--- src/rtl/syn_pkg.sv ---
package syn_pkg;
  localparam int unsigned DEF_B_W    = 10;
  localparam int unsigned DEF_A_W    = 5;
  localparam int unsigned DEF_CTL_W  = 2;
  localparam int unsigned DEF_REF_W  = 10;
  localparam int unsigned DEF_SYNC   = 2;

  typedef enum logic {
    TGT_DIV = 1'b0,
    TGT_REF = 1'b1
  } syn_target_e;
endpackage

--- src/rtl/syn_rst_sync.sv ---
module syn_rst_sync #(
  parameter int unsigned STAGES = 2
) (
  input  logic clk,
  input  logic rst_n,
  output logic rst_sync_n
);
  logic [STAGES-1:0] chain_q;
  logic [STAGES-1:0] chain_d;

  always_comb begin
    chain_d = {chain_q[STAGES-2:0], 1'b1};
  end

  always_ff @(posedge clk or negedge rst_n) begin
    if (!rst_n) chain_q <= '0;
    else        chain_q <= chain_d;
  end

  assign rst_sync_n = chain_q[STAGES-1];
endmodule

--- src/rtl/syn_bit_sync.sv ---
module syn_bit_sync #(
  parameter int unsigned W      = 1,
  parameter int unsigned STAGES = 2
) (
  input  logic         clk,
  input  logic         rst_n,
  input  logic [W-1:0] d,
  output logic [W-1:0] q
);
  logic [W-1:0] stage_q [STAGES];

  for (genvar s = 0; s < STAGES; s++) begin : g_stage
    logic [W-1:0] stage_d;
    if (s == 0) begin : g_first
      assign stage_d = d;
    end else begin : g_next
      assign stage_d = stage_q[s-1];
    end
    always_ff @(posedge clk or negedge rst_n) begin
      if (!rst_n) stage_q[s] <= '0;
      else        stage_q[s] <= stage_d;
    end
  end

  assign q = stage_q[STAGES-1];
endmodule

--- src/rtl/syn_shift_reg.sv ---
module syn_shift_reg #(
  parameter int unsigned SR_W = 18
) (
  input  logic            clk,
  input  logic            rst_n,
  input  logic            shift_en,
  input  logic            din,
  output logic [SR_W-1:0] word
);
  logic [SR_W-1:0] word_q;
  logic [SR_W-1:0] word_d;

  always_comb begin
    word_d = word_q;
    if (shift_en) word_d = {word_q[SR_W-2:0], din};
  end

  always_ff @(posedge clk or negedge rst_n) begin
    if (!rst_n) word_q <= '0;
    else        word_q <= word_d;
  end

  assign word = word_q;

  // the word may only move in a cycle that was granted a shift
  p_hold_without_shift_r5: assert property (@(posedge clk) disable iff (!rst_n)
    !shift_en |=> $stable(word_q));
endmodule

--- src/rtl/syn_latch_bank.sv ---
module syn_latch_bank
  import syn_pkg::*;
#(
  parameter int unsigned B_W   = DEF_B_W,
  parameter int unsigned A_W   = DEF_A_W,
  parameter int unsigned CTL_W = DEF_CTL_W,
  parameter int unsigned REF_W = DEF_REF_W
) (
  input  logic                               clk,
  input  logic                               rst_n,
  input  logic                               load,
  input  logic [1+CTL_W+A_W+B_W-1:0]         word,
  output logic [B_W-1:0]                     n_main_cnt,
  output logic [A_W-1:0]                     n_swallow_cnt,
  output logic [CTL_W-1:0]                   n_ctl,
  output logic [REF_W-1:0]                   r_div_cnt,
  output logic                               r_cp_tristate,
  output logic                               r_pd_positive,
  output logic                               r_test_en
);
  localparam int unsigned CTL_LO = 1;
  localparam int unsigned CTL_HI = CTL_LO + CTL_W - 1;
  localparam int unsigned A_LO   = CTL_HI + 1;
  localparam int unsigned A_HI   = A_LO + A_W - 1;
  localparam int unsigned B_LO   = A_HI + 1;
  localparam int unsigned B_HI   = B_LO + B_W - 1;
  localparam int unsigned REF_LO = 1;
  localparam int unsigned REF_HI = REF_LO + REF_W - 1;
  localparam int unsigned TRI_POS = REF_HI + 1;
  localparam int unsigned POL_POS = REF_HI + 2;
  localparam int unsigned TST_POS = REF_HI + 4;

  syn_target_e target;
  logic        load_div;
  logic        load_ref;

  assign target   = syn_target_e'(word[0]);
  assign load_div = load && (target == TGT_DIV);
  assign load_ref = load && (target == TGT_REF);

  logic [B_W-1:0]   b_q, b_d;
  logic [A_W-1:0]   a_q, a_d;
  logic [CTL_W-1:0] c_q, c_d;
  logic [REF_W-1:0] ref_q, ref_d;
  logic             tri_q, tri_d;
  logic             pol_q, pol_d;
  logic             tst_q, tst_d;

  always_comb begin
    b_d = b_q;
    a_d = a_q;
    c_d = c_q;
    if (load_div) begin
      b_d = word[B_HI:B_LO];
      a_d = word[A_HI:A_LO];
      c_d = word[CTL_HI:CTL_LO];
    end
  end

  always_comb begin
    ref_d = ref_q;
    tri_d = tri_q;
    pol_d = pol_q;
    tst_d = tst_q;
    if (load_ref) begin
      ref_d = word[REF_HI:REF_LO];
      tri_d = word[TRI_POS];
      pol_d = word[POL_POS];
      tst_d = word[TST_POS];
    end
  end

  always_ff @(posedge clk or negedge rst_n) begin
    if (!rst_n) begin
      b_q <= '0;
      a_q <= '0;
      c_q <= '0;
    end else begin
      b_q <= b_d;
      a_q <= a_d;
      c_q <= c_d;
    end
  end

  always_ff @(posedge clk or negedge rst_n) begin
    if (!rst_n) begin
      ref_q <= '0;
      tri_q <= 1'b0;
      pol_q <= 1'b0;
      tst_q <= 1'b0;
    end else begin
      ref_q <= ref_d;
      tri_q <= tri_d;
      pol_q <= pol_d;
      tst_q <= tst_d;
    end
  end

  assign n_main_cnt    = b_q;
  assign n_swallow_cnt = a_q;
  assign n_ctl         = c_q;
  assign r_div_cnt     = ref_q;
  assign r_cp_tristate = tri_q;
  assign r_pd_positive = pol_q;
  assign r_test_en     = tst_q;

  // divider fields move only on a transfer addressed to them
  p_div_hold_r3: assert property (@(posedge clk) disable iff (!rst_n)
    !(load && word[0] == 1'b0) |=> ($stable(b_q) && $stable(a_q) && $stable(c_q)));

  // reference fields move only on a transfer addressed to them
  p_ref_hold_r4: assert property (@(posedge clk) disable iff (!rst_n)
    !(load && word[0] == 1'b1) |=>
      ($stable(ref_q) && $stable(tri_q) && $stable(pol_q) && $stable(tst_q)));
endmodule

--- src/rtl/syn_serial_loader.sv ---
module syn_serial_loader
  import syn_pkg::*;
#(
  parameter int unsigned B_W         = DEF_B_W,
  parameter int unsigned A_W         = DEF_A_W,
  parameter int unsigned CTL_W       = DEF_CTL_W,
  parameter int unsigned REF_W       = DEF_REF_W,
  parameter int unsigned SYNC_STAGES = DEF_SYNC
) (
  input  logic             clk,
  input  logic             rst_n,
  input  logic             ser_clk,
  input  logic             ser_data,
  input  logic             ser_le,
  output logic [B_W-1:0]   n_main_cnt,
  output logic [A_W-1:0]   n_swallow_cnt,
  output logic [CTL_W-1:0] n_ctl,
  output logic [REF_W-1:0] r_div_cnt,
  output logic             r_cp_tristate,
  output logic             r_pd_positive,
  output logic             r_test_en
);
  localparam int unsigned SR_W = 1 + CTL_W + A_W + B_W;

  logic       rst_i_n;
  logic [2:0] pins_s;
  logic       sclk_s, sdat_s, le_s;
  logic       sclk_prev_q, sclk_prev_d;
  logic       le_prev_q, le_prev_d;
  logic       shift_en;
  logic       load;
  logic [SR_W-1:0] sr_word;

  syn_rst_sync #(.STAGES(2)) i_rst_sync (
    .clk        (clk),
    .rst_n      (rst_n),
    .rst_sync_n (rst_i_n)
  );

  syn_bit_sync #(.W(3), .STAGES(SYNC_STAGES)) i_pin_sync (
    .clk   (clk),
    .rst_n (rst_i_n),
    .d     ({ser_le, ser_data, ser_clk}),
    .q     (pins_s)
  );

  assign sclk_s = pins_s[0];
  assign sdat_s = pins_s[1];
  assign le_s   = pins_s[2];

  always_comb begin
    sclk_prev_d = sclk_s;
    le_prev_d   = le_s;
  end

  always_ff @(posedge clk or negedge rst_i_n) begin
    if (!rst_i_n) begin
      sclk_prev_q <= 1'b0;
      le_prev_q   <= 1'b0;
    end else begin
      sclk_prev_q <= sclk_prev_d;
      le_prev_q   <= le_prev_d;
    end
  end

  assign shift_en = sclk_s && !sclk_prev_q && !le_s;
  assign load     = le_s && !le_prev_q;

  syn_shift_reg #(.SR_W(SR_W)) i_shift (
    .clk      (clk),
    .rst_n    (rst_i_n),
    .shift_en (shift_en),
    .din      (sdat_s),
    .word     (sr_word)
  );

  syn_latch_bank #(
    .B_W   (B_W),
    .A_W   (A_W),
    .CTL_W (CTL_W),
    .REF_W (REF_W)
  ) i_bank (
    .clk           (clk),
    .rst_n         (rst_i_n),
    .load          (load),
    .word          (sr_word),
    .n_main_cnt    (n_main_cnt),
    .n_swallow_cnt (n_swallow_cnt),
    .n_ctl         (n_ctl),
    .r_div_cnt     (r_div_cnt),
    .r_cp_tristate (r_cp_tristate),
    .r_pd_positive (r_pd_positive),
    .r_test_en     (r_test_en)
  );

  // one strobe per latch-enable rise, never two cycles in a row
  p_single_transfer_r6: assert property (@(posedge clk) disable iff (!rst_i_n)
    load |=> !load);

  // while the synchronised strobe is high the assembled word is frozen
  p_frozen_le_high_r5: assert property (@(posedge clk) disable iff (!rst_i_n)
    le_s |=> $stable(sr_word));

  // under reset every latched field reads zero
  p_reset_zero_r1: assert property (@(posedge clk)
    !rst_i_n |-> (n_main_cnt == '0 && r_div_cnt == '0 && !r_test_en));
endmodule

--- config.mk ---
export PLATFORM = sky130hd
export DESIGN_NAME = syn_serial_loader
export DESIGN_NICKNAME = d
export VERILOG_FILES = /design/src/rtl/syn_pkg.sv /design/src/rtl/syn_rst_sync.sv /design/src/rtl/syn_bit_sync.sv /design/src/rtl/syn_shift_reg.sv /design/src/rtl/syn_latch_bank.sv /design/src/rtl/syn_serial_loader.sv
export SDC_FILE = /design/constraint.sdc
export NUM_CORES = 1
export LEC_CHECK = 0
export BUFFER_PORTS_ARGS = -buffer_cell sky130_fd_sc_hd__buf_2
export CAP_MARGIN = 40
export CORE_ASPECT_RATIO = 0.75
export CORE_MARGIN = 5
export CORE_UTILIZATION = 49
export DETAILED_ROUTE_END_ITERATION = 8
export PLACE_DENSITY = 0.74
export SLEW_MARGIN = 20
export SYNTH_ARGS = -nofsm -noshare
export SYNTH_HDL_FRONTEND = slang
export SYNTH_SLANG_ARGS = --single-unit
--- constraint.sdc ---
create_clock -name clk -period 1.8 [get_ports clk]
set_input_delay 0.36 -clock clk [delete_from_list [all_inputs] [get_ports clk]]
set_output_delay 0.36 -clock clk [all_outputs]
set_load 0.01 [all_outputs]
==> impl_results.rst <==
.. list-table::
   :header-rows: 1

   * - Metric
     - Value
   * - Leakage power total
     - about 1.3 nW
   * - Die boundary width
     - ~85 um
   * - Pin count of the biggest net entering global routing
     - 38
   * - Ant diodes
     - 0
   * - Critical path launch point type
     - flip-flop
   * - Total negative setup slack
     - 0 ps
   * - Hold WC Path Type
     - in2reg
   * - Final-report max-slew violation count
     - 0
   * - Area grow syn2layout
     - 21.9%
   * - Clock insertion delay at the later pin of the skew report
     - around 320 ps
   * - Library cells used by synthesis
     - 9
   * - Worst-path maximum fanout
     - 18
   * - Hold-fix buffers, CTS
     - 1
   * - Startpoint of the most critical setup path
     - i_pin_sync.q[2]
   * - DRC violation total after the first TritonRoute iteration
     - 26
   * - Share of the synthesized area in the top cell type
     - a little over two thirds
   * - Post-synthesis instance area
     - just over 0.002 mm^2
   * - Post-synthesis adder-cell area fraction
     - 0%
   * - TritonCTS clock tree
     - yes
   * - DRC errors left
     - 0
   * - Maxcap violations
     - 0
   * - Global-route usage over all layers
     - between 10 and 15%
   * - Antenna violations before repair
     - 0
   * - Worst hold slack across all endpoints
     - between 100 and 150 ps
   * - Post-synthesis compound-gate area fraction
     - 0%
   * - Unrepaired setup endpoints after global routing
     - false
   * - Number of nets still failing antenna checks after routing
     - 0
   * - Number of sinks handled by clock tree synthesis
     - 58
   * - Core box area
     - slightly above 0.004 mm^2
   * - Leading cell type in the layout, fill and taps excluded
     - sky130_fd_sc_hd__dfrtp_1
   * - Count of yosys warnings during synthesis
     - 0
   * - Mean cell area of the mapped netlist
     - ~18 um^2
   * - Gr ovfl total
     - 0
   * - Via count of the first global-routing pass
     - ~1200
   * - Buffer type at the clock tree root
     - sky130_fd_sc_hd__clkbuf_8
   * - Number of core rows
     - 20
   * - Endpoint kind of the worst setup timing path
     - flip-flop
   * - Maximum level of the CTS H-tree
     - 3
   * - Number of gates resized after CTS
     - 0
   * - Number of failing hold endpoints at the final stage
     - 0
   * - Simple-gate share of the synthesized area
     - 1.64%
   * - Period Utilization, post-route
     - between 70% and 80%
   * - Total CTS buffers
     - 9
   * - Combinational family with the most area after synthesis
     - multiplexers
   * - First-pass GRT wire length
     - roughly 5.8 mm
   * - Worst setup path category
     - reg2reg
   * - Overall via count from detail_route
     - between 1000 and 1500
   * - Share of final-layout standard cells stronger than drive strength 1
     - approximately 63%
   * - Post-CTS setup repair buffer count
     - 0
   * - Crit Reg-Reg Startpoint
     - i_pin_sync.q[2]
   * - Leading cell types in the layout, fill and taps excluded
     - 57 x sky130_fd_sc_hd__dfrtp_1, 48 x sky130_fd_sc_hd__mux2_2, 34 x sky130_fd_sc_hd__buf_2
   * - Ranking of synthesized cells by area
     - sky130_fd_sc_hd__dfrtp_1 70%, sky130_fd_sc_hd__mux2_2 26%, sky130_fd_sc_hd__nor3b_4 0.91%
   * - Die outline area
     - between 0.005 and 0.006 mm^2
   * - Fmax achieved
     - approximately 0.73 GHz
   * - I/O pin total
     - 35
   * - Synthesis-stage register bit count
     - 58
   * - Longest Clk Path Bufs
     - 2
   * - Critical path data required time
     - ~2000 ps
   * - Drt via density
     - approximately 4.9
   * - Number of iterations in the first detailed-routing pass
     - 2
   * - Setup violation total in the final timing report
     - 0
   * - Port bufs
     - 34
   * - CTS clk-pin slew, worst paths
     - 60 ps
   * - Post-Route WL
     - 3.34 mm
   * - Placer congestion estimate
     - 0.689
   * - Data arrival time at the worst-slack endpoint
     - between 1500 and 2000 ps
   * - Cells after Synth
     - approximately 110
   * - Clock Skews
     - 8.36 ps
   * - Parity-gate share of the synthesized area counting xor and xnor cells
     - 0%
   * - Die extent in y
     - around 66 um
   * - Area leader, netlist
     - sky130_fd_sc_hd__dfrtp_1
   * - Net count after synthesis
     - ~120
   * - Final HPWL DP
     - around 2.4 mm
   * - Starting utilization of the core area
     - a little over 50%
   * - Nets
     - 166
   * - Shortest clock period the worst path allows after layout
     - 1370 ps
   * - P per Cell Area
     - around 1300 mW/mm^2
   * - Fraction of the yosys area taken by sequential cells
     - between 70 and 80%
   * - Peak VDD IR
     - between 0.6 and 0.7 mV
   * - Result of the run
     - complete, no violations
   * - Routed len/inst
     - 15.1 um
   * - Origin of the worst min-delay path
     - ser_clk
   * - Share of synthesized area spent on multiplexers
     - 26.2%
## critical path, stage by stage (launching register included)
cell and delay (ps):
sky130_fd_sc_hd__dfrtp_1 420, sky130_fd_sc_hd__nor3b_2 200, sky130_fd_sc_hd__buf_4 270, sky130_fd_sc_hd__mux2_2 370
## per-stage QoR
stage | cell area (um^2) | utilization (%) | power, mW | std cells | setup slack, ps
after floorplan | 2060 | - | 2.06 | 114 | 65.7
after global placement | 2320 | 57.3 | 2.28 | 204 | 505
after detailed placement | 2320 | 57.3 | 2.32 | 204 | 453
after CTS | 2520 | 62.1 | 3.39 | 221 | 418
after global routing | 2520 | 62.1 | 3.52 | 221 | 367
final | 2520 | 62.1 | 3.33 | 221 | 434
## Yosys cell counts (all sizes together)
master   n
buf      4
conb     1
dfrtp   58
mux2    48
nand3b   1
nor3b    2
## flip-flops by register name, summed over array words and instances (netlist names), 2 cells and up
register,flops
i_bank.n_ctl,2
i_bank.n_main_cnt,10
i_bank.n_swallow_cnt,5
i_bank.r_div_cnt,10
i_pin_sync.g_stage.stage_d,3
i_pin_sync.q,3
i_rst_sync.chain_q,2
i_shift.word,18
## final cells by class
type                    instances  area, um^2
flip-flops and latches         58        1450
well taps                      55        68.8
multi-input cells              52         583
clock inverters                 2        10.0
repair buffers                 40         230
fillers                       317        1540
clock buffers                  14         173
## routing by layer
| layer | share of wire, % | GRT usage (%) |
|---|---|---|
| met1 | 43 | 14.8 |
| met4 | 0.27 | 4.15 |
| met2 | 50 | 23.4 |
| met3 | 7.0 | 6.97 |
| met5 | 0 | 0 |
## kinds of logic (layout without fill, tap and decap cells)
kind of cell,Yosys count,after routing
AND/OR/NAND/NOR,3,3
multiplexers,48,48
buffers and inverters,4,56
other,1,1
flip-flops,58,58
## worst paths after layout
path                       slack [ps]                                to  cells after the start
hold reg to reg                   210  i_pin_sync.g_stage[1].stage_d[0]                      0
max in group asynchronous        1050               i_bank.r_div_cnt[5]                      1
hold / removal                    140  i_pin_sync.g_stage[1].stage_d[0]                      1
setup / recovery                  430                   i_shift.word[4]                      3
min in group asynchronous         210  i_pin_sync.g_stage[1].stage_d[0]                      0
setup reg to reg                  430                   i_shift.word[4]                      3
## power breakdown
part           switching [mW]  internal, mW  total [mW]
Combinational           0.238         0.319       0.556
Clock                   0.444         0.608        1.05
Sequential              0.170          1.56        1.73
Note: power is estimated with default switching activity, not from simulation.
